### src/rtl/fimac_pkg.sv
package fimac_pkg;

  typedef enum logic [2:0] {
    OP_FMUL  = 3'd0,
    OP_FMAC  = 3'd1,
    OP_FMULR = 3'd2,
    OP_FMACR = 3'd3,
    OP_IMUL  = 3'd4
  } fimacOp_e;

  // strobes from control to datapath
  typedef struct packed {
    logic wrEn;     // a legal operation is being executed
    logic accum;    // add into current accumulator value
    logic rnd;      // round to upper word, clear lower word
    logic intMul;   // integer placement instead of fractional
  } fimacCtrl_t;

endpackage

### src/rtl/fimac_ctrl.sv
module fimac_ctrl
  import fimac_pkg::*;
#(
  parameter int NUM_ACC = 2,
  localparam int SEL_W = (NUM_ACC > 1) ? $clog2(NUM_ACC) : 1
) (
  input  logic               inValid,
  input  logic [2:0]         opcode,
  input  logic [SEL_W-1:0]   accSel,
  output fimacCtrl_t         ctrl,
  output logic [NUM_ACC-1:0] accWe
);

  always_comb begin
    ctrl = '0;
    if (inValid) begin
      unique case (opcode)
        OP_FMUL:  ctrl = '{wrEn: 1'b1, accum: 1'b0, rnd: 1'b0, intMul: 1'b0};
        OP_FMAC:  ctrl = '{wrEn: 1'b1, accum: 1'b1, rnd: 1'b0, intMul: 1'b0};
        OP_FMULR: ctrl = '{wrEn: 1'b1, accum: 1'b0, rnd: 1'b1, intMul: 1'b0};
        OP_FMACR: ctrl = '{wrEn: 1'b1, accum: 1'b1, rnd: 1'b1, intMul: 1'b0};
        OP_IMUL:  ctrl = '{wrEn: 1'b1, accum: 1'b0, rnd: 1'b0, intMul: 1'b1};
        default:  ctrl = '0;
      endcase
    end
  end

  for (genvar g = 0; g < NUM_ACC; g++) begin : g_we
    assign accWe[g] = ctrl.wrEn && (accSel == SEL_W'(g));
  end

endmodule

### src/rtl/fimac_datapath.sv
module fimac_datapath
  import fimac_pkg::*;
#(
  parameter int DATA_W  = 16,
  parameter int EXT_W   = 4,
  parameter int NUM_ACC = 2,
  localparam int SEL_W  = (NUM_ACC > 1) ? $clog2(NUM_ACC) : 1,
  localparam int PROD_W = 2 * DATA_W,
  localparam int ACC_W  = EXT_W + PROD_W
) (
  input  logic                     clk,
  input  logic                     rstN,
  input  fimacCtrl_t               ctrl,
  input  logic [NUM_ACC-1:0]       accWe,
  input  logic [SEL_W-1:0]         accSel,
  input  logic [DATA_W-1:0]        opA,
  input  logic [DATA_W-1:0]        opB,
  output logic [NUM_ACC*ACC_W-1:0] accFlat,
  output logic                     intOvf
);

  localparam logic [ACC_W-1:0] RND_HALF = ACC_W'(1) << (DATA_W - 1);

  logic [ACC_W-1:0]        accReg [NUM_ACC];
  logic [ACC_W-1:0]        accCur;
  logic signed [PROD_W-1:0] prod;
  logic [ACC_W-1:0]        prodExt;
  logic [ACC_W-1:0]        fracVal;
  logic [ACC_W-1:0]        sumVal;
  logic [ACC_W-1:0]        roundSum;
  logic [ACC_W-1:0]        fracOut;
  logic [DATA_W-1:0]       intWord;
  logic [ACC_W-1:0]        intOut;
  logic [ACC_W-1:0]        nextVal;
  logic [PROD_W-DATA_W:0]  prodTop;
  logic                    ovfNext;

  assign accCur = accReg[accSel];

  // signed product, extended before the one-place shift so -1 x -1 keeps its sign
  assign prod    = $signed(opA) * $signed(opB);
  assign prodExt = {{EXT_W{prod[PROD_W-1]}}, prod};
  assign fracVal = prodExt << 1;

  assign sumVal   = ctrl.accum ? (accCur + fracVal) : fracVal;
  assign roundSum = sumVal + RND_HALF;
  assign fracOut  = ctrl.rnd ? {roundSum[ACC_W-1:DATA_W], {DATA_W{1'b0}}} : sumVal;

  // integer placement into the upper word
  assign intWord = prod[DATA_W-1:0];
  assign intOut  = {{EXT_W{intWord[DATA_W-1]}}, intWord, accCur[DATA_W-1:0]};

  assign prodTop = prod[PROD_W-1:DATA_W-1];
  assign ovfNext = !((&prodTop) || !(|prodTop));

  assign nextVal = ctrl.intMul ? intOut : fracOut;

  for (genvar g = 0; g < NUM_ACC; g++) begin : g_acc
    always_ff @(posedge clk or negedge rstN) begin
      if (!rstN)         accReg[g] <= '0;
      else if (accWe[g]) accReg[g] <= nextVal;
    end
    assign accFlat[g*ACC_W +: ACC_W] = accReg[g];
  end

  always_ff @(posedge clk or negedge rstN) begin
    if (!rstN)                         intOvf <= 1'b0;
    else if (ctrl.wrEn && ctrl.intMul) intOvf <= ovfNext;
  end

endmodule

### src/rtl/fimac_unit.sv
module fimac_unit
  import fimac_pkg::*;
#(
  parameter int DATA_W  = 16,
  parameter int EXT_W   = 4,
  parameter int NUM_ACC = 2,
  localparam int SEL_W  = (NUM_ACC > 1) ? $clog2(NUM_ACC) : 1,
  localparam int ACC_W  = EXT_W + 2 * DATA_W
) (
  input  logic                     clk,
  input  logic                     rstN,
  input  logic                     inValid,
  input  logic [2:0]               opcode,
  input  logic [SEL_W-1:0]         accSel,
  input  logic [DATA_W-1:0]        opA,
  input  logic [DATA_W-1:0]        opB,
  output logic [NUM_ACC*ACC_W-1:0] accFlat,
  output logic                     intOvf
);

  fimacCtrl_t         ctrl;
  logic [NUM_ACC-1:0] accWe;

  fimac_ctrl #(.NUM_ACC(NUM_ACC)) i_ctrl (
    .inValid (inValid),
    .opcode  (opcode),
    .accSel  (accSel),
    .ctrl    (ctrl),
    .accWe   (accWe)
  );

  fimac_datapath #(.DATA_W(DATA_W), .EXT_W(EXT_W), .NUM_ACC(NUM_ACC)) i_dp (
    .clk     (clk),
    .rstN    (rstN),
    .ctrl    (ctrl),
    .accWe   (accWe),
    .accSel  (accSel),
    .opA     (opA),
    .opB     (opB),
    .accFlat (accFlat),
    .intOvf  (intOvf)
  );

endmodule

### config.mk
export PLATFORM = sky130hd
export DESIGN_NAME = fimac_unit
export DESIGN_NICKNAME = d
export VERILOG_FILES = /design/src/rtl/fimac_pkg.sv /design/src/rtl/fimac_ctrl.sv /design/src/rtl/fimac_datapath.sv /design/src/rtl/fimac_unit.sv
export SDC_FILE = /design/constraint.sdc
export NUM_CORES = 1
export LEC_CHECK = 0
export CORE_ASPECT_RATIO = 0.75
export CORE_MARGIN = 4
export CORE_UTILIZATION = 35
export CTS_CLUSTER_DIAMETER = 50
export DETAILED_ROUTE_END_ITERATION = 12
export DONT_BUFFER_PORTS = 1
export HOLD_SLACK_MARGIN = 0.03
export PLACE_DENSITY_LB_ADDON = 0.05
export SETUP_SLACK_MARGIN = 0.05
export SLEW_MARGIN = 20
export SYNTH_ARGS = -nofsm -noshare
export SYNTH_HDL_FRONTEND = slang
export SYNTH_SLANG_ARGS = --single-unit
### constraint.sdc
create_clock -name clk -period 7.45 [get_ports clk]
set_input_delay 0.745 -clock clk [delete_from_list [all_inputs] [get_ports clk]]
set_output_delay 0.745 -clock clk [all_outputs]
set_load 0.02 [all_outputs]
==> metrics, run 1 <==
Synth cell types=slightly below 90; clock sink count=73; RR Endpoint=i_dp.accFlat[69]; status=finished with violations; Clock Tree Root=clkbuf_16; DR top layer=met4; Via density=between 4 and 5; Iter 0 DRT Violations=710; Layout area overhead=29.33%; nets@finish=between 2k and 3k; vias in the first global route=14.94k; crit path DAT=about 8.9 ns; Cells after Synth=1927; CTS tree=done; CTS Buf Count=9; Worst Hold Class=input pin to asynchronous set/reset pin; RSZ-0062 raised after global routing=true; crit path max-delay cell type=fa_1; period utilization=116.5%; startpoint types=input pin; FMAX=approximately 0.12 GHz; reg-to-reg setup timing slack=2.56 ns; crit path max fanout=6; layout cells sized above 1=around 30%; violated checks=negative setup slack; Setup CP Type=input pin to register; largest net degree at the start of global routing=74; Final Cell Area=0.02135 mm²; final setup TNS=-22.50 ns; Async SR Flop Fraction=100.0%; fin crit period=roughly 8.7 ns; clk_skew=roughly 0.011 ns; post-synth net total=about 2.3k; Routability Congestion=approximately 0.85; antenna diode count=0; clock tree buffer depth=2; detailed placement HPWL=between 40 and 50 mm; Synth Area per Inst=8.567 µm²; global-route wire length before repair=approximately 83 mm; CP bufs+invs=12; antenna violation net count after detailed routing=0; grt total ovfl=0; quantity of I/O buffers inserted on ports=0; Post-synth EDFFs=0; worst-case reg-to-reg path depth=20; initial antenna violation count=1; Worst setup EP type=register; Synth Warn #=0; clock-pin slew on the worst setup and hold paths=0.06 ns; DRC=0; Final Routed Wirelength=just over 50 mm; Vias=about 14k; total track usage=between 20% and 30%; WL/cell=~18 µm; final-report max-slew violation count=0; Least-Margin Pin Slew=approximately 0.94 ns; Max-Cap Viols=0; R2R Path Start=i_dp.accFlat[38]; Initial Util=between 30% and 40%; Critical Path RT=about 7.7 ns; main flop type after synthesis=dfrtp_1; Relative slew margins=37.34%; placed instance area=0.01937 mm²; CP delay by family, top=adder cells; worst setup margin=-1.228 ns; clk_lat worst skew=0.35 ns; Core Area=0.04628 mm²; Die Y=between 150 and 200 µm; hold_buf cts=0; Most common cell on crit path=fa_1; Met2 Routed Length=between 20 and 25 mm; synthesized area=~0.017 mm²; Final Hold Vio Count=0; number of H-tree levels=3; Pre-antenna DRT Iters=5; Seq cells post-synth=73; Metal-1 WL=approximately 25 mm; FP Rows=just under 70; slowest stage delay, CP=0.52 ns; die area=about 0.05 mm²; met3 wire len=1.905 mm; Final setup violation count=30; IO Pins=between 100 and 150; sequential share of the synthesized area=about 11%; Die Wd=~260 µm
==> placed cells by master, fill, tap and decap left out, types with 9 or more instances in the layout <==
cell type / count
buf_6: 35
xor2_1: 18
fa_1: 256
inv_1: 288
o21a_1: 11
xor2_2: 9
xnor2_1: 31
o211ai_1: 15
a21oi_1: 55
a211oi_1: 11
o21ai_0: 47
nor2_1: 57
buf_4: 304
nor2_4: 9
mux2_4: 9
nand2_1: 302
nand3_1: 26
o21ai_1: 12
nor3_1: 12
inv_2: 19
dfrtp_1: 73
xnor2_2: 20
and2_1: 113
nand2b_1: 12
mux2_2: 37
o21ai_2: 14
clkbuf_16: 9
and2_4: 16
ha_1: 88
ha_4: 24
a31oi_1: 10
a21oi_2: 21
a21o_1: 18
mux2i_1: 18
==> stage by stage <==
step / setup slack [ns] / hold slack (ns) / utilization [%] / cells
6_report: -1.228 / 0.09157 / 46.13 / 2833
5_1_grt: -1.508 / 0.06984 / 46.13 / 2833
4_1_cts: -1.178 / 0.07749 / 43.86 / 2804
3_5_place_dp: -1.803 / 0.4511 / 41.86 / 2770
3_3_place_gp: -1.725 / 0.4513 / 41.86 / 2770
2_1_floorplan: -1.475 / 0.4494 / - / 1927
==> Yosys cell counts (19+ instances only) <==
| cell type | number | area (µm²) |
|---|---|---|
| o21ai_0 | 68 | 340.3 |
| nor2_1 | 73 | 274.0 |
| ha_1 | 114 | 1426 |
| mux2i_1 | 19 | 190.2 |
| nand3_1 | 29 | 145.1 |
| nand2_1 | 315 | 1182 |
| inv_1 | 308 | 1156 |
| xnor2_1 | 47 | 411.6 |
| clkbuf_1 | 72 | 270.3 |
| a21oi_1 | 81 | 405.4 |
| xor2_1 | 27 | 236.5 |
| nor3_1 | 19 | 95.09 |
| mux2_2 | 46 | 518.0 |
| fa_1 | 263 | 5265 |
| dfrtp_1 | 73 | 1827 |
| and2_1 | 127 | 794.5 |
==> worst max-delay path by stage <==
| stage | startpoint | to | cells after the start |
|---|---|---|---|
| finish | opB[15] | i_dp.accFlat[69] | 39 |
| global route | opB[15] | i_dp.accFlat[71] | 36 |
| CTS | opB[3] | i_dp.accFlat[71] | 32 |
| detailed placement | opB[10] | i_dp.accFlat[70] | 37 |
| global placement | opB[10] | i_dp.accFlat[71] | 35 |
| floorplan | opB[4] | i_dp.accFlat[35] | 34 |
==> what timing repair did <==
item / 4_1_cts / 5_1_grt
resized for setup: 101 / 198
setup buffers: 19 / 34
endpoints found under the setup margin: 35 / 41
pin swaps: 54 / 112
==> metal layers <==
metal | up-vias | GRT usage, %
li1 | 6716 | -
met3 | 32 | 2.374
met2 | 219 | 33.47
met4 | 0 | 2.697
met5 | - | 0
met1 | 7034 | 30.05
==> sequential cells by signal (all words and copies together), names as in the netlist <==
| signal | count |
|---|---|
| i_dp.accFlat | 72 |
| i_dp.intOvf | 1 |
==> area by class of cell <==
type	instances	area (µm²)
tap	630	788.3
clock inverter	4	28.78
fill	4596	24930
inverter	309	1166
sequential	73	1827
clock buffer	11	252.7
multi-input combinational	1465	14570
timing repair buffer	341	2716
==> kinds of logic (layout without fill, tap and decap cells) <==
| group | after synthesis | in the layout | share of synthesized area (%) |
|---|---|---|---|
| AND/OR/NAND/NOR | 634 | 634 | 18.08 |
| buffers and inverters | 389 | 665 | 8.921 |
| adder cells (fa/ha/maj) | 378 | 378 | 40.59 |
| AO/OA/AOI/OAI | 307 | 307 | 12.39 |
| XOR/XNOR | 80 | 80 | 4.517 |
| flip-flops | 73 | 73 | 11.07 |
| multiplexers | 66 | 66 | 4.426 |
Power of run 1 is left out: the tool's default activity adds up to more than one toggle a clock period on the data nets, which glitch-free logic cannot reach.
==> run 2: changes to the inputs <==
Settings changed: SYNTH_HIERARCHICAL from default to 1.
==> run 2 against run 1 <==
Against the previous run:
- the flow still finishes with violations (negative setup slack)
- worst hold slack improved by 0.00073 ns
- largest cell class unchanged
- critical path depth decreased by 8
- cell area decreased by 0.47%
==> metrics, run 2 <==
Async SR Flop Fraction=100.0% (unchanged); Synth Warn #=6 (+6); detailed placement HPWL=41.57 mm (+0.90%); sequential share of the synthesized area=10.93% (-0.14 points); violated checks=negative setup slack; Die Wd=260.4 µm (+0.61%); FP Rows=69 (+1.5%); Clock Tree Root=clkbuf_16; Initial Util=35.34% (-0.33 points); Least-Margin Pin Slew=1.047 ns (+0.1089 ns); Final Routed Wirelength=50.26 mm (-0.76%); main combinational cell family by area after synthesis=adder cells; RR Endpoint=i_dp/accFlat[70]; top-area cell type share of the netlist area=31.49% (-0.40 points); crit path DAT=8.53 ns (-0.37 ns); Post-synth EDFFs=0 (unchanged); WL/cell=17.61 µm (-1.5%); Layout area overhead=27.12%; worst setup margin=-0.8111 ns (+0.4166 ns); total track usage=20.18% (-0.27 points); Critical Path RT=7.72 ns (+0.05 ns); global-route wire length before repair=83.12 mm (+0.37%); reg-to-reg setup timing slack=2.80 ns (+0.24 ns); status=finished with violations; CTS Buf Count=9 (unchanged); RSZ-0062 raised after global routing=true; clock tree buffer depth=2 (unchanged); hold_buf cts=0 (unchanged); final-report max-slew violation count=0 (unchanged); post-synth top area cell=fa_1; commonest non-fill, non-tap cells in the layout=buf_4, inv_1, fa_1; period utilization=110.9% (-5.6 points); CTS tree=done; Core Area=0.04731 mm² (+2.2%); Synth cell types=89 (+2.3%); Via density=5.037 (+1.9%); adder-cell share of the synthesized area=40.03% (-0.57 points); post-synth net total=2356 (+0.55%); Iter 0 DRT Violations=813 (+15%); startpoint types=input pin; antenna violation net count after detailed routing=0 (unchanged); die area=0.05136 mm² (+1.2%); antenna diode count=0 (unchanged); Most common cell on crit path=fa_1; Die Y=197.3 µm (+0.61%); largest net degree at the start of global routing=74 (unchanged); most common cell in the synthesized netlist=inv_1; Final setup violation count=32 (+6.7%); Layout Utilization=44.92% (-1.2 points); crit path max-delay cell type=or4_4; mux share of post-synthesis cell area=4.663% (+0.24 points); IO Pins=112 (unchanged); Pre-antenna DRT Iters=5 (unchanged); number of flip-flops in the largest register=72 (unchanged); number of H-tree levels=3 (unchanged); Inst Count DP=2780 (+0.36%); CP startpoint=opB[4]; initial antenna violation count=1 (unchanged); quantity of I/O buffers inserted on ports=0 (unchanged); Max-Cap Viols=0 (unchanged); slowest stage delay, CP=0.55 ns (+0.03 ns); fin crit period=8.261 ns (-0.4166 ns); Routability Congestion=0.8250 (-2.9%); CP bufs+invs=5 (-7); Worst Hold Class=input pin to asynchronous set/reset pin; nets@finish=2627 (+0.46%); Final Cell Area=0.02125 mm² (-0.47%); post-place setup slack=-1.567 ns (+0.2352 ns); clock-pin slew on the worst setup and hold paths=0.06 ns (about the same); CP delay by family, top=adder cells; grt total ovfl=0 (unchanged); clk_skew=0.008115 ns (-0.003239 ns); Final Hold Vio Count=0 (unchanged); Worst setup EP type=register; layout cells sized above 1=27.12% (-2.5 points); R2R Path Start=i_dp/accFlat[1]; DRC=0 (unchanged); worst-case reg-to-reg path depth=18 (-10%); placed instance area=0.01968 mm² (+1.6%); xor-xnor portion of the synthesized cell area=3.353% (-1.2 points); synth top area cells=fa_1, dfrtp_1, ha_1; Seq cells post-synth=73 (unchanged); synthesized area=0.01672 mm² (+1.3%); Synth top cells by count=inv_1, fa_1, nand2_1; Setup CP Type=input pin to register; crit path max fanout=16 (+10); Cells after Synth=1940 (+0.67%); Synth Area in Compound Gates=14.64% (+2.2 points); commonest non-fill, non-tap cell in the layout=buf_4; fillers=4787 (+4.2%); Non-Filler Instances=2855 (+0.78%); post-synthesis simple-gate area fraction=17.32% (-0.76 points); vias in the first global route=15.17k (+1.6%); Synth Area per Inst=8.617 µm² (+0.59%); Vias=14.38k (+2.7%); clk_lat worst skew=0.34 ns (about the same); Relative slew margins=29.97% (-7.4 points); FMAX=0.1210 GHz (+5.0%); clock sink count=73 (unchanged); main flop type after synthesis=dfrtp_1
==> run 2: cell families (layout without fill, tap and decap cells) <==
logic type | count (synthesis) | count (layout)
DFF | 73 | 73
adders and majority gates | 377 | 377
AOI/OAI and AO/OA | 363 | 363
muxes | 72 | 72
and+or+nand+nor | 591 | 591
xor gates and xnor gates | 64 | 64
buffers and inverters | 400 | 676
==> run 2: metal layers <==
metal,routed length (µm),global-route usage [%]
met5,0,0
met1,24420,29.46
met4,489,1.967
met3,1615,2.140
met2,23740,33.79
==> run 2: area by class of cell <==
cell class / instances / area, µm² / share of cell area (%)
well taps: 639 / 799.5 / 3.762
clock buffers: 10 / 239.0 / 1.125
clock inverters: 6 / 66.31 / 0.3121
flip-flops and latches: 73 / 1827 / 8.596
inverters: 323 / 1220 / 5.741
multi-input cells: 1467 / 14490 / 68.20
repair buffers: 337 / 2606 / 12.26
==> run 2: timing repair <==
action,CTS,global route
resized for setup,100,80
pin swaps,85,65
endpoints found under the setup margin,36,41
setup buffers,41,27
cloned,0,0
==> run 2: stage by stage <==
| stage | setup TNS, ns | hold WS, ns |
|---|---|---|
| 5_1_grt | -24.69 | 0.06858 |
| 6_report | -14.08 | 0.09229 |
| 4_1_cts | -15.58 | 0.07936 |
| 3_5_place_dp | -41.96 | 0.4508 |
| 3_3_place_gp | -39.95 | 0.4508 |
| 2_1_floorplan | -15.69 | 0.4494 |
==> run 2: worst max-delay path by stage <==
stage                       end  slack [ns]  cells after the start
3_5_place_dp   i_dp/accFlat[71]       -1.57                     31
3_3_place_gp   i_dp/accFlat[70]       -1.43                     33
4_1_cts        i_dp/accFlat[70]       -0.80                     33
5_1_grt        i_dp/accFlat[34]       -1.10                     33
6_report       i_dp/accFlat[70]       -0.81                     31
2_1_floorplan  i_dp/accFlat[34]       -1.03                     31
Power of run 2 is left out for the same reason.
